File: src/rtl/npc_pkg.sv
package npc_pkg;
  typedef enum logic [2:0] {
    FLOW_SEQ,
    FLOW_BEQ,
    FLOW_BNE,
    FLOW_JMP,
    FLOW_JAL,
    FLOW_JREG
  } flow_e;

  localparam logic [5:0] OP_SPECIAL = 6'h00;
  localparam logic [5:0] OP_JMP     = 6'h02;
  localparam logic [5:0] OP_JAL     = 6'h03;
  localparam logic [5:0] OP_BEQ     = 6'h04;
  localparam logic [5:0] OP_BNE     = 6'h05;
  localparam logic [5:0] FN_JREG    = 6'h08;

  localparam int unsigned OP_W   = 6;
  localparam int unsigned IMM_W  = 16;
  localparam int unsigned JFLD_W = 26;
endpackage

File: src/rtl/npc_decode.sv
module npc_decode
  import npc_pkg::*;
(
  input  logic [OP_W-1:0] opcode,
  input  logic [5:0]      func,
  output flow_e           flow
);
  always_comb begin
    unique case (opcode)
      OP_BEQ:     flow = FLOW_BEQ;
      OP_BNE:     flow = FLOW_BNE;
      OP_JMP:     flow = FLOW_JMP;
      OP_JAL:     flow = FLOW_JAL;
      OP_SPECIAL: flow = (func == FN_JREG) ? FLOW_JREG : FLOW_SEQ;
      default:    flow = FLOW_SEQ;
    endcase
  end
endmodule

File: src/rtl/npc_targets.sv
module npc_targets
  import npc_pkg::*;
#(
  parameter int unsigned XLEN       = 32,
  parameter int unsigned ALIGN_BITS = 2
) (
  input  logic [XLEN-1:0]   pc,
  input  logic [IMM_W-1:0]  imm,
  input  logic [JFLD_W-1:0] jfield,
  output logic [XLEN-1:0]   seq_tgt,
  output logic [XLEN-1:0]   br_tgt,
  output logic [XLEN-1:0]   jmp_tgt
);
  localparam int unsigned STEP   = 1 << ALIGN_BITS;
  localparam int unsigned EXT_W  = XLEN - IMM_W - ALIGN_BITS;
  localparam int unsigned REGION = XLEN - JFLD_W - ALIGN_BITS;

  logic [XLEN-1:0] offset;

  assign seq_tgt = pc + XLEN'(STEP);
  assign offset  = {{EXT_W{imm[IMM_W-1]}}, imm, {ALIGN_BITS{1'b0}}};
  assign br_tgt  = seq_tgt + offset;

  generate
    if (REGION > 0) begin : g_region
      assign jmp_tgt = {seq_tgt[XLEN-1 -: REGION], jfield, {ALIGN_BITS{1'b0}}};
    end else begin : g_flat
      assign jmp_tgt = {jfield, {ALIGN_BITS{1'b0}}};
    end
  endgenerate
endmodule

File: src/rtl/npc_select.sv
module npc_select
  import npc_pkg::*;
#(
  parameter int unsigned XLEN = 32
) (
  input  flow_e           flow,
  input  logic            ops_equal,
  input  logic [XLEN-1:0] seq_tgt,
  input  logic [XLEN-1:0] br_tgt,
  input  logic [XLEN-1:0] jmp_tgt,
  input  logic [XLEN-1:0] reg_tgt,
  output logic [XLEN-1:0] target,
  output logic            redirect,
  output logic            is_link
);
  always_comb begin
    redirect = 1'b0;
    target   = seq_tgt;
    is_link  = 1'b0;
    unique case (flow)
      FLOW_BEQ: if (ops_equal) begin
        redirect = 1'b1;
        target   = br_tgt;
      end
      FLOW_BNE: if (!ops_equal) begin
        redirect = 1'b1;
        target   = br_tgt;
      end
      FLOW_JMP: begin
        redirect = 1'b1;
        target   = jmp_tgt;
      end
      FLOW_JAL: begin
        redirect = 1'b1;
        target   = jmp_tgt;
        is_link  = 1'b1;
      end
      FLOW_JREG: begin
        redirect = 1'b1;
        target   = reg_tgt;
      end
      default: ;
    endcase
  end
endmodule

File: src/rtl/flow_pc_unit.sv
module flow_pc_unit
  import npc_pkg::*;
#(
  parameter int unsigned     XLEN     = 32,
  parameter int unsigned     REG_AW   = 5,
  parameter int unsigned     LINK_REG = 31,
  parameter logic [XLEN-1:0] RESET_PC = 32'h0040_0000
) (
  input  logic              clk,
  input  logic              rst,
  input  logic              en,
  input  logic [31:0]       instr,
  input  logic [XLEN-1:0]   rs_val,
  input  logic [XLEN-1:0]   rt_val,
  output logic [XLEN-1:0]   pc,
  output logic [XLEN-1:0]   next_pc,
  output logic              taken,
  output logic              link_we,
  output logic [REG_AW-1:0] link_addr,
  output logic [XLEN-1:0]   link_val
);
  flow_e           flow;
  logic [XLEN-1:0] seq_tgt;
  logic [XLEN-1:0] br_tgt;
  logic [XLEN-1:0] jmp_tgt;
  logic            is_link;

  npc_decode u_decode (
    .opcode (instr[31:26]),
    .func   (instr[5:0]),
    .flow   (flow)
  );

  npc_targets #(.XLEN(XLEN)) u_targets (
    .pc      (pc),
    .imm     (instr[15:0]),
    .jfield  (instr[25:0]),
    .seq_tgt (seq_tgt),
    .br_tgt  (br_tgt),
    .jmp_tgt (jmp_tgt)
  );

  npc_select #(.XLEN(XLEN)) u_select (
    .flow      (flow),
    .ops_equal (rs_val == rt_val),
    .seq_tgt   (seq_tgt),
    .br_tgt    (br_tgt),
    .jmp_tgt   (jmp_tgt),
    .reg_tgt   (rs_val),
    .target    (next_pc),
    .redirect  (taken),
    .is_link   (is_link)
  );

  assign link_addr = REG_AW'(LINK_REG);

  always_ff @(posedge clk) begin
    if (rst) begin
      pc       <= RESET_PC;
      link_we  <= 1'b0;
      link_val <= '0;
    end else begin
      link_we <= en && is_link;
      if (en) begin
        pc <= next_pc;
        if (is_link) link_val <= seq_tgt;
      end
    end
  end
endmodule

File: config.mk
export PLATFORM = sky130hd
export DESIGN_NAME = flow_pc_unit
export DESIGN_NICKNAME = d
export VERILOG_FILES = /design/src/rtl/npc_pkg.sv /design/src/rtl/npc_decode.sv /design/src/rtl/npc_targets.sv /design/src/rtl/npc_select.sv /design/src/rtl/flow_pc_unit.sv
export SDC_FILE = /design/constraint.sdc
export NUM_CORES = 1
export LEC_CHECK = 0
export BUFFER_PORTS_ARGS = -buffer_cell sky130_fd_sc_hd__clkbuf_2
export CORE_UTILIZATION = 41
export DETAILED_ROUTE_END_ITERATION = 7
export HOLD_SLACK_MARGIN = 0.02
export PLACE_DENSITY = 0.68
export SYNTH_ARGS = -nofsm -noshare
export SYNTH_HDL_FRONTEND = slang
export SYNTH_SLANG_ARGS = --single-unit
File: constraint.sdc
create_clock -name clk -period 4.23 [get_ports clk]
set_input_delay 0.2115 -clock clk [delete_from_list [all_inputs] [get_ports clk]]
set_output_delay 0.2115 -clock clk [all_outputs]
set_load 0.02 [all_outputs]
==> impl_metrics.json, run 1 <==
{
  "core_mm2": 0.0134,
  "num_antenna_cells": 0,
  "grt_pass1_vias": 5978,
  "fin_nets": 1090,
  "antenna_found_initial": 0,
  "wl_per_cell_um": 20.1,
  "ant_nets": 0,
  "htree_levels": 3,
  "required_ps": 4020,
  "synth_area_leader_cell": "dfxtp_1",
  "grt_max_degree": 42,
  "total_power_mw": 2.12,
  "fin_setup_tns_ps": 0,
  "startpoint": "pc[5]",
  "holdCritStartpoint": "rs_val[29]",
  "crit_slowest_cell": "or4bb_1",
  "setup_ws_ps": 66.8,
  "wl_mm": 22.8,
  "path_clk_slew_ps": 50,
  "drcViolationCount": 0,
  "grtUsageTotal_pct": 30.8,
  "place.gp.congestion": 0.949,
  "fmax_ghz": 0.240,
  "hp-class": "in -> reg",
  "path_cells": "and4_4 -> nand4_1 -> nor3_4 -> nand3_2 -> xnor2_4 -> ha_1 -> nand4_1 -> nor2_1 -> a211o_1 -> nand4_1 -> or4bb_1 -> xnor2_1 -> o21ai_2 -> buf_4",
  "critPathKind": "reg -> out",
  "cpLargestDelayFamily": "simple AND/OR/NAND/NOR gates",
  "maxSlewViolCount": 0,
  "min_period_ps": 4160,
  "seq_area_frac_synth_pct": 22.8,
  "rows": 42,
  "io_buffers": 196,
  "cts_sinks": 65,
  "vias": 6712,
  "cts_hold_buffers": 0,
  "cpPeakStageDelay_ps": 520,
  "cp.buffers_inverters": 1,
  "netlist_area_mm2": 0.00570,
  "hold_slack_ps": 199,
  "synth_warnings": 0,
  "synthTopCellsByArea": "dfxtp_1 (23%), ha_1 (7.9%), nor2_1 (7.4%)",
  "finalHoldViolations": 0,
  "synth_cell_types": 73,
  "drt_iter0_markers": 781,
  "ys_seq_elements": 65,
  "worstReg2RegStart": "pc[5]",
  "ir_worst_vdd_v": 0.000189,
  "mostFrequentLayoutCells": "clkbuf_2 (195), nor2_1 (109), nand2_1 (71), dfxtp_1 (53), xor2_1 (44)",
  "maxSlewHeadroom_pct": 23.3,
  "grt_overflow": 0,
  "area_delta_synth_final_pct": 34.0,
  "root_buffer": "clkbuf_16",
  "dieWidth_um": 120,
  "power.leakage_nw": 3.61,
  "critPathMaxFanout": 7,
  "dr.pass1.iters": 6,
  "synth_flop_cell": "dfxtp_1",
  "dp_cells": 1109,
  "synth_top_area_share_pct": 22.8,
  "grt_pass1_wl_mm": 33.6,
  "skew_ps": 6.00,
  "layout-drive-gt1-share_pct": 34.3,
  "layout_commonest_cell": "clkbuf_2",
  "initial_core_util_pct": 42.6,
  "async_reset_ff_share_pct": 0,
  "hpwlAfterDp_mm": 17.9,
  "crit_top_cell": "nand4_1",
  "die_area_mm2": 0.0144,
  "cts_tree": "yes",
  "die-height_um": 120,
  "io_pins": 202,
  "avgViaCountPerCell": 5.91,
  "cp-end-kind": "output pin",
  "synth_edf_count": 0,
  "cellPowerDensity_mw_per_mm2": 277,
  "rrSetupSlack_ps": 480,
  "cts_buffers": 9,
  "synth.avg_cell_area_um2": 7.65,
  "worst_pin_slew_ps": 1150,
  "crit_path_start_kind": "flip-flop",
  "timing.final.crit_share_pct": 98.4,
  "status": "completed",
  "dp_worst_setup_slack_ps": 152,
  "cap_viol_max_count": 0,
  "cp_data_arrival_time_ps": 3950,
  "clk_latency_ps": 330,
  "syn_inst": 745,
  "finalNonFillerCells": 1135,
  "setup_viol": 0,
  "cts_buffer_depth": 2
}
-- Yosys cell counts (10+ instances only) --
cell type  count
nor2_1       113
nand2_1       72
dfxtp_1       65
xor2_1        47
nor3_1        44
ha_1          36
a21oi_1       32
xnor2_1       30
clkbuf_1      27
o21ai_0       23
nand3_1       22
nand4_1       18
inv_1         16
a222oi_1      14
a22o_1        11
a311oi_1      10
-- state kept, by name, summed over array words and instances, names as in the netlist --
name,cells
link_we,1
link_val,32
pc,32
-- worst paths after layout --
kind	endpoint	depth (start not counted)
worst max-delay path	next_pc[23]	14
worst min-delay path	pc[29]	3
worst min register to register	link_val[1]	2
worst max register to register	pc[26]	15
-- timing repair --
item                       4_1_cts  5_1_grt
cloned                           0        0
gates resized for setup         10       62
pin swaps                        2       11
buffers inserted                 1        9
setup endpoints to repair        9       12
-- where the power goes --
group / switching, mW / total, mW / internal [mW]
logic: 0.415 / 0.684 / 0.270
clock network: 0.257 / 0.760 / 0.503
registers: 0.0361 / 0.671 / 0.635
-- per-layer routing --
| layer | routed length, um | global-route usage, % |
|---|---|---|
| met4 | 823 | 13.1 |
| met3 | 2940 | 6.75 |
| met1 | 9620 | 43.9 |
| met2 | 9440 | 44.0 |
| met5 | 0 | 0 |
-- logic make-up after synthesis --
logic type / share of synthesized area [%]
AO/OA/AOI/OAI: 23.1
XOR/XNOR: 12.2
adder cells (fa/ha/maj): 8.25
buffers and inverters: 4.89
flip-flops: 22.8
multiplexers: 0.724
other: 0.0658
AND/OR/NAND/NOR: 27.9
-- layout make-up --
type                       count  area (um2)
sequential                    65        1320
timing repair buffer         236        1300
multi-input combinational    625        4430
tap                          176         220
clock inverter                 2        35.0
clock buffer                  14         274
inverter                      17        63.8
fill                        1265        5760
-- through the flow --
| stage | utilization [%] | cell area [um2] |
|---|---|---|
| 6_report | 57.0 | 7640 |
| 5_1_grt | 57.0 | 7640 |
| 4_1_cts | 54.6 | 7320 |
| 3_5_place_dp | 51.9 | 6950 |
| 3_3_place_gp | 51.9 | 6950 |
| 2_1_floorplan | - | 5720 |
-- worst reg2reg max path: cells and delay by family, from the launching register on --
family | cells | cell delay, ps
AOI/OAI and AO/OA | 6 | 1360
DFF | 1 | 400
adders and majority gates | 1 | 290
xor gates and xnor gates | 1 | 250
buffers and inverters | 1 | 170
and+or+nand+nor | 6 | 1180
(Power assumes the default switching activity.)
==> run 2: changes to the inputs <==
--- a/config.mk
+++ b/config.mk
@@ -5,11 +5,12 @@
 export SDC_FILE = /design/constraint.sdc
 export NUM_CORES = 1
 export LEC_CHECK = 0
+export ABC_AREA = 1
 export BUFFER_PORTS_ARGS = -buffer_cell sky130_fd_sc_hd__clkbuf_2
 export CORE_UTILIZATION = 41
 export DETAILED_ROUTE_END_ITERATION = 7
 export HOLD_SLACK_MARGIN = 0.02
-export PLACE_DENSITY = 0.68
+export PLACE_DENSITY = 0.65
 export SYNTH_ARGS = -nofsm -noshare
 export SYNTH_HDL_FRONTEND = slang
 export SYNTH_SLANG_ARGS = --single-unit
==> impl_metrics.json, run 2 <==
{
  "cpPeakStageDelay_ps": 430,
  "vias": 8240,
  "htree_levels": 3,
  "required_ps": 4020,
  "grt_setup_unrepaired": "false",
  "layout-drive-gt1-share_pct": 21.4,
  "setup_viol": 0,
  "grt_max_degree": 57,
  "netlist_top_cells_count": "nand2_1 (355), inv_1 (214), nor2_1 (130)",
  "min_period_ps": 3980,
  "cp_data_arrival_time_ps": 3770,
  "antenna_found_initial": 0,
  "timing.final.crit_share_pct": 94.1,
  "skew_ps": 3.13,
  "total_power_mw": 2.15,
  "core_mm2": 0.0168,
  "path_cells": "ha_1 -> inv_1 -> nor4_4 -> nand3_2 -> xor2_1 -> inv_1 -> ha_1 -> nand2_1 -> nor2_2 -> nand2_1 -> nor2_1 -> nand2_1 -> nand3_1 -> nand2_1 -> nand2_1 -> nor2_1 -> nor2_1 -> nand2_1 -> clkbuf_2",
  "worstReg2RegStart": "pc[2]",
  "rows": 47,
  "die_area_mm2": 0.0179,
  "clk_latency_ps": 330,
  "grtUsageTotal_pct": 29.3,
  "num_antenna_cells": 0,
  "crit_top_cell": "nand2_1",
  "cp.buffers_inverters": 3,
  "worst_pin_slew_ps": 873,
  "power.leakage_nw": 4.95,
  "drcViolationCount": 0,
  "fin_nets": 1548,
  "synth.most_common_cell": "nand2_1",
  "avgViaCountPerCell": 5.03,
  "die-height_um": 134,
  "seq_area_frac_synth_pct": 18.3,
  "fill_cells": 1806,
  "cts_buffer_depth": 2,
  "critPathMaxFanout": 6,
  "cp-end-kind": "output pin",
  "io_pins": 202,
  "finalHoldViolations": 0,
  "synth_warnings": 0,
  "ys_seq_elements": 65,
  "dieWidth_um": 134,
  "cap_viol_max_count": 0,
  "wl_per_cell_um": 16.0,
  "mostFrequentLayoutCells": "nand2_1 (355), inv_1 (214), clkbuf_2 (196), nor2_1 (128), a21oi_1 (66)",
  "hpwlAfterDp_mm": 21.7,
  "area_delta_synth_final_pct": 20.4,
  "synthTopCellsByArea": "nand2_1 (19%), dfxtp_1 (18%), inv_1 (11%)",
  "place.gp.congestion": 0.985,
  "cellPowerDensity_mw_per_mm2": 251,
  "syn_inst": 1227,
  "synth_flop_cell": "dfxtp_1",
  "synth_area_leader_cell": "nand2_1",
  "maxSlewHeadroom_pct": 41.7,
  "layout_commonest_cell": "nand2_1",
  "grt_pass1_wl_mm": 40.3,
  "wl_mm": 26.1,
  "fmax_ghz": 0.251,
  "initial_core_util_pct": 42.5,
  "cts_sinks": 65,
  "io_buffers": 196,
  "maxSlewViolCount": 0,
  "status": "completed",
  "synth.avg_cell_area_um2": 5.80,
  "async_reset_ff_share_pct": 0,
  "cts_buffers": 9,
  "ir_worst_vdd_v": 0.000186,
  "ant_nets": 0,
  "path_clk_slew_ps": 50,
  "synth_edf_count": 0,
  "critPathKind": "reg -> out",
  "crit_path_start_kind": "flip-flop",
  "holdCritStartpoint": "rs_val[31]",
  "cpLargestDelayFamily": "simple AND/OR/NAND/NOR gates",
  "grt_overflow": 0,
  "startpoint": "pc[2]",
  "hp-class": "in -> reg",
  "synth_top_area_share_pct": 18.7,
  "drt_iter0_markers": 631,
  "cts_tree": "yes",
  "largest_registers": "link_val (32), pc (32), link_we (1)",
  "dr.pass1.iters": 5,
  "fin_setup_tns_ps": 0,
  "synth_cell_types": 48,
  "grt_pass1_vias": 7657,
  "netlist_area_mm2": 0.00712,
  "root_buffer": "clkbuf_16",
  "crit_slowest_cell": "dfxtp_1"
}
-- run 2: kinds of logic (layout without fill, tap and decap cells) --
logic type               after synthesis  count (layout)  share of synthesized area, %
AO/OA/AOI/OAI                        161             161                          12.3
AND/OR/NAND/NOR                      652             652                          41.5
adder cells (fa/ha/maj)               37              37                          6.61
other                                  1               5                        0.0527
XOR/XNOR                              51              51                          6.38
buffers and inverters                260             446                          14.9
flip-flops                            65              65                          18.3
-- run 2: final cells by class --
type	count	area (um2)	area share (%)
multi-input cells	906	4790	55.9
flip-flops and latches	65	1300	15.2
repair buffers	204	1040	12.1
inverters	226	848	9.90
well taps	220	275	3.21
clock buffers	14	274	3.20
clock inverters	2	35.0	0.409
-- run 2: where the power goes --
group | switching [mW] | total [mW] | internal, mW
clock network | 0.255 | 0.758 | 0.503
registers | 0.0320 | 0.669 | 0.637
logic | 0.479 | 0.725 | 0.246
-- run 2: repair_timing --
| action | in CTS | in global routing |
|---|---|---|
| endpoints found under the setup margin | 0 | 5 |
| resized for setup | 0 | 5 |
| buffers inserted | 0 | 0 |
| hold buffers | 0 | 0 |
-- run 2: worst register-to-register path: stages (launching register included) --
cell and delay (ps):
dfxtp_1 430, ha_1 180, inv_1 90, nor4_4 360, nand3_2 190, xor2_1 300
inv_1 150, ha_1 400, nand2_1 150, nor2_2 200, nand2_1 120, nor2_1 100
nand2_1 80, nand3_1 80, nand2_1 50, nand2_1 120, nor2_1 50, nor2_1 150
nand3_1 120, nand2_1 110, inv_1 40
-- run 2: stage by stage --
| step | hold slack [ps] | util, % | area, um2 | setup slack [ps] | std cells |
|---|---|---|---|---|---|
| after CTS | 252 | 51.0 | 8550 | 273 | 1637 |
| final | 273 | 51.1 | 8570 | 251 | 1637 |
| after detailed placement | 485 | 49.2 | 8240 | 643 | 1621 |
| after global routing | 339 | 51.1 | 8570 | 2.04 | 1637 |
| after global placement | 485 | 49.2 | 8240 | 643 | 1621 |
| after floorplan | 427 | - | 7130 | 1150 | 1231 |
-- run 2: final timing paths --
kind / end / cells past startpoint / slack (ps)
min: pc[31] / 5 / 270
max reg2reg: pc[27] / 20 / 690
min reg2reg: link_val[11] / 2 / 500
max: next_pc[27] / 19 / 250
-- run 2: metal layers --
metal	share of wire (%)	global-route usage, %	vias up
li1	-	-	4179
met1	45	39.2	3668
met2	45	47.7	346
met3	6.2	3.61	47
met4	3.4	11.6	0
met5	0	0	-
==> run 3: changes to the inputs <==
--- a/config.mk
+++ b/config.mk
@@ -5,12 +5,12 @@
 export SDC_FILE = /design/constraint.sdc
 export NUM_CORES = 1
 export LEC_CHECK = 0
-export ABC_AREA = 1
 export BUFFER_PORTS_ARGS = -buffer_cell sky130_fd_sc_hd__clkbuf_2
 export CORE_UTILIZATION = 41
 export DETAILED_ROUTE_END_ITERATION = 7
+export GPL_TIMING_DRIVEN = 0
 export HOLD_SLACK_MARGIN = 0.02
-export PLACE_DENSITY = 0.65
+export PLACE_DENSITY = 0.68
 export SYNTH_ARGS = -nofsm -noshare
 export SYNTH_HDL_FRONTEND = slang
 export SYNTH_SLANG_ARGS = --single-unit
==> impl_metrics.json, run 3 (synthesis gave the netlist of run 1 again) <==
{
  "fin_util_pct": 57.9,
  "vias": 6829,
  "cts_sinks": 65,
  "min_period_ps": 4210,
  "dp_cells": 1120,
  "initial_core_util_pct": 42.6,
  "fill_cells": 1257,
  "layout-drive-gt1-share_pct": 33.3,
  "r2r_cells": 15,
  "hp-class": "in -> reg",
  "finalNonFillerCells": 1153,
  "grtUsageTotal_pct": 31.5,
  "ir_worst_vdd_v": 0.000215,
  "critPathKind": "reg -> out",
  "layout_commonest_cell": "clkbuf_2",
  "rrSetupSlack_ps": 340,
  "required_ps": 4020,
  "grt_pass1_wl_mm": 34.3,
  "cts_buffers": 9,
  "setup_ws_ps": 15.2,
  "core_mm2": 0.0134,
  "root_buffer": "clkbuf_16",
  "cp-end-kind": "output pin",
  "cellPowerDensity_mw_per_mm2": 261,
  "wl_met3_mm": 2.41,
  "antenna_found_initial": 0,
  "skew_ps": 3.75,
  "avgViaCountPerCell": 5.92,
  "hpwlAfterDp_mm": 18.5,
  "wl_per_cell_um": 20.1,
  "die_area_mm2": 0.0144,
  "hold_slack_ps": 223,
  "drt_iter0_markers": 756,
  "crit_path_start_kind": "flip-flop",
  "setup_viol": 0,
  "largest_registers": "link_val (32), pc (32), link_we (1)",
  "rows": 42,
  "timing.final.crit_share_pct": 99.6,
  "cap_viol_max_count": 0,
  "r2r_end": "pc[26]",
  "num_antenna_cells": 0,
  "die-height_um": 120,
  "htree_levels": 3,
  "power.leakage_nw": 3.62,
  "path_clk_slew_ps": 50,
  "dp_worst_setup_slack_ps": -266,
  "ant_nets": 0,
  "dr.pass1.iters": 6,
  "cp_data_arrival_time_ps": 4000,
  "crit_path_end": "next_pc[26]",
  "grt_pass1_vias": 6150,
  "stdcell_area_mm2": 0.00776,
  "maxSlewHeadroom_pct": 2.45,
  "grt_max_degree": 19,
  "worstReg2RegStart": "pc[6]",
  "clk_latency_ps": 330,
  "finalHoldViolations": 0,
  "fin_nets": 1110,
  "grt_overflow": 0,
  "cts_buffer_depth": 2,
  "cts_tree": "yes",
  "startpoint": "pc[6]",
  "status": "completed",
  "wl_met1_mm": 9.50,
  "fmax_ghz": 0.237,
  "worst_pin_slew_ps": 1450,
  "critPathMaxFanout": 6,
  "place.gp.congestion": 0.969,
  "placed_area_mm2": 0.00691,
  "mostFrequentLayoutCells": "clkbuf_2 (195), nor2_1 (111), nand2_1 (69), dfxtp_1 (51), xor2_1 (43)",
  "dieWidth_um": 120,
  "area_delta_synth_final_pct": 36.2,
  "io_buffers": 195,
  "maxSlewViolCount": 0,
  "top_layer_used": "met4",
  "wl_met2_mm": 10.4,
  "io_pins": 202,
  "wl_mm": 23.2,
  "drcViolationCount": 0
}
run 3: worst min-delay path by stage:
stage | from | end | slack, ps | cells after the start
floorplan | rs_val[29] | pc[29] | 410 | 2
global placement | link_val[1] | link_val[1] | 450 | 2
detailed placement | link_val[3] | link_val[3] | 460 | 2
CTS | rs_val[29] | pc[29] | 210 | 3
global route | rs_val[29] | pc[29] | 240 | 3
finish | rs_val[29] | pc[29] | 220 | 3
run 3: power breakdown:
group	total, mW	switching [mW]	leakage, nW	internal (mW)
clock	0.669	0.248	0.129	0.422
combinational	0.683	0.412	2.95	0.271
sequential	0.676	0.0404	0.536	0.635
total	2.03	0.701	3.62	1.33
run 3: cell type report:
| class | count | area (um2) | area share (%) |
|---|---|---|---|
| clock buffers | 14 | 264 | 3.40 |
| flip-flops and latches | 65 | 1330 | 17.1 |
| multi-input cells | 625 | 4550 | 58.6 |
| repair buffers | 215 | 1130 | 14.5 |
| well taps | 176 | 220 | 2.84 |
| inverters | 17 | 63.8 | 0.822 |
| plain buffers | 41 | 213 | 2.74 |
run 3: critical path, stage by stage, from the launching register on:
cell      delay, ps
dfxtp_2         400
nand4_1         110
buf_4           170
nor4_2          260
xor2_1          320
buf_4           220
ha_1            260
a21oi_2         170
o21ai_0         170
o41a_1          520
a21bo_2         270
a31o_2          240
o21ai_0         150
nand3b_1        140
nand2_1          90
clkbuf_2        170
run 3: per-layer routing:
| metal | track usage (%) | vias up |
|---|---|---|
| met5 | 0 | - |
| met4 | 16.2 | 0 |
| met3 | 4.37 | 59 |
| met2 | 48.7 | 397 |
| met1 | 42.4 | 3169 |
| li1 | - | 3204 |
run 3: metrics by stage:
step                TNS, ps  power (mW)
floorplan                 0        1.07
global placement       -440        1.30
detailed placement     -496        1.29
CTS                   -95.3        1.97
global route           -511        2.10
finish                    0        2.03
run 3: timing repair:
action | CTS | global route
pin swaps | 7 | 16
endpoints found under the setup margin | 14 | 12
hold endpoints to repair | 0 | 0
hold buffers | 0 | 0
setup buffers | 8 | 12
resized for setup | 33 | 59
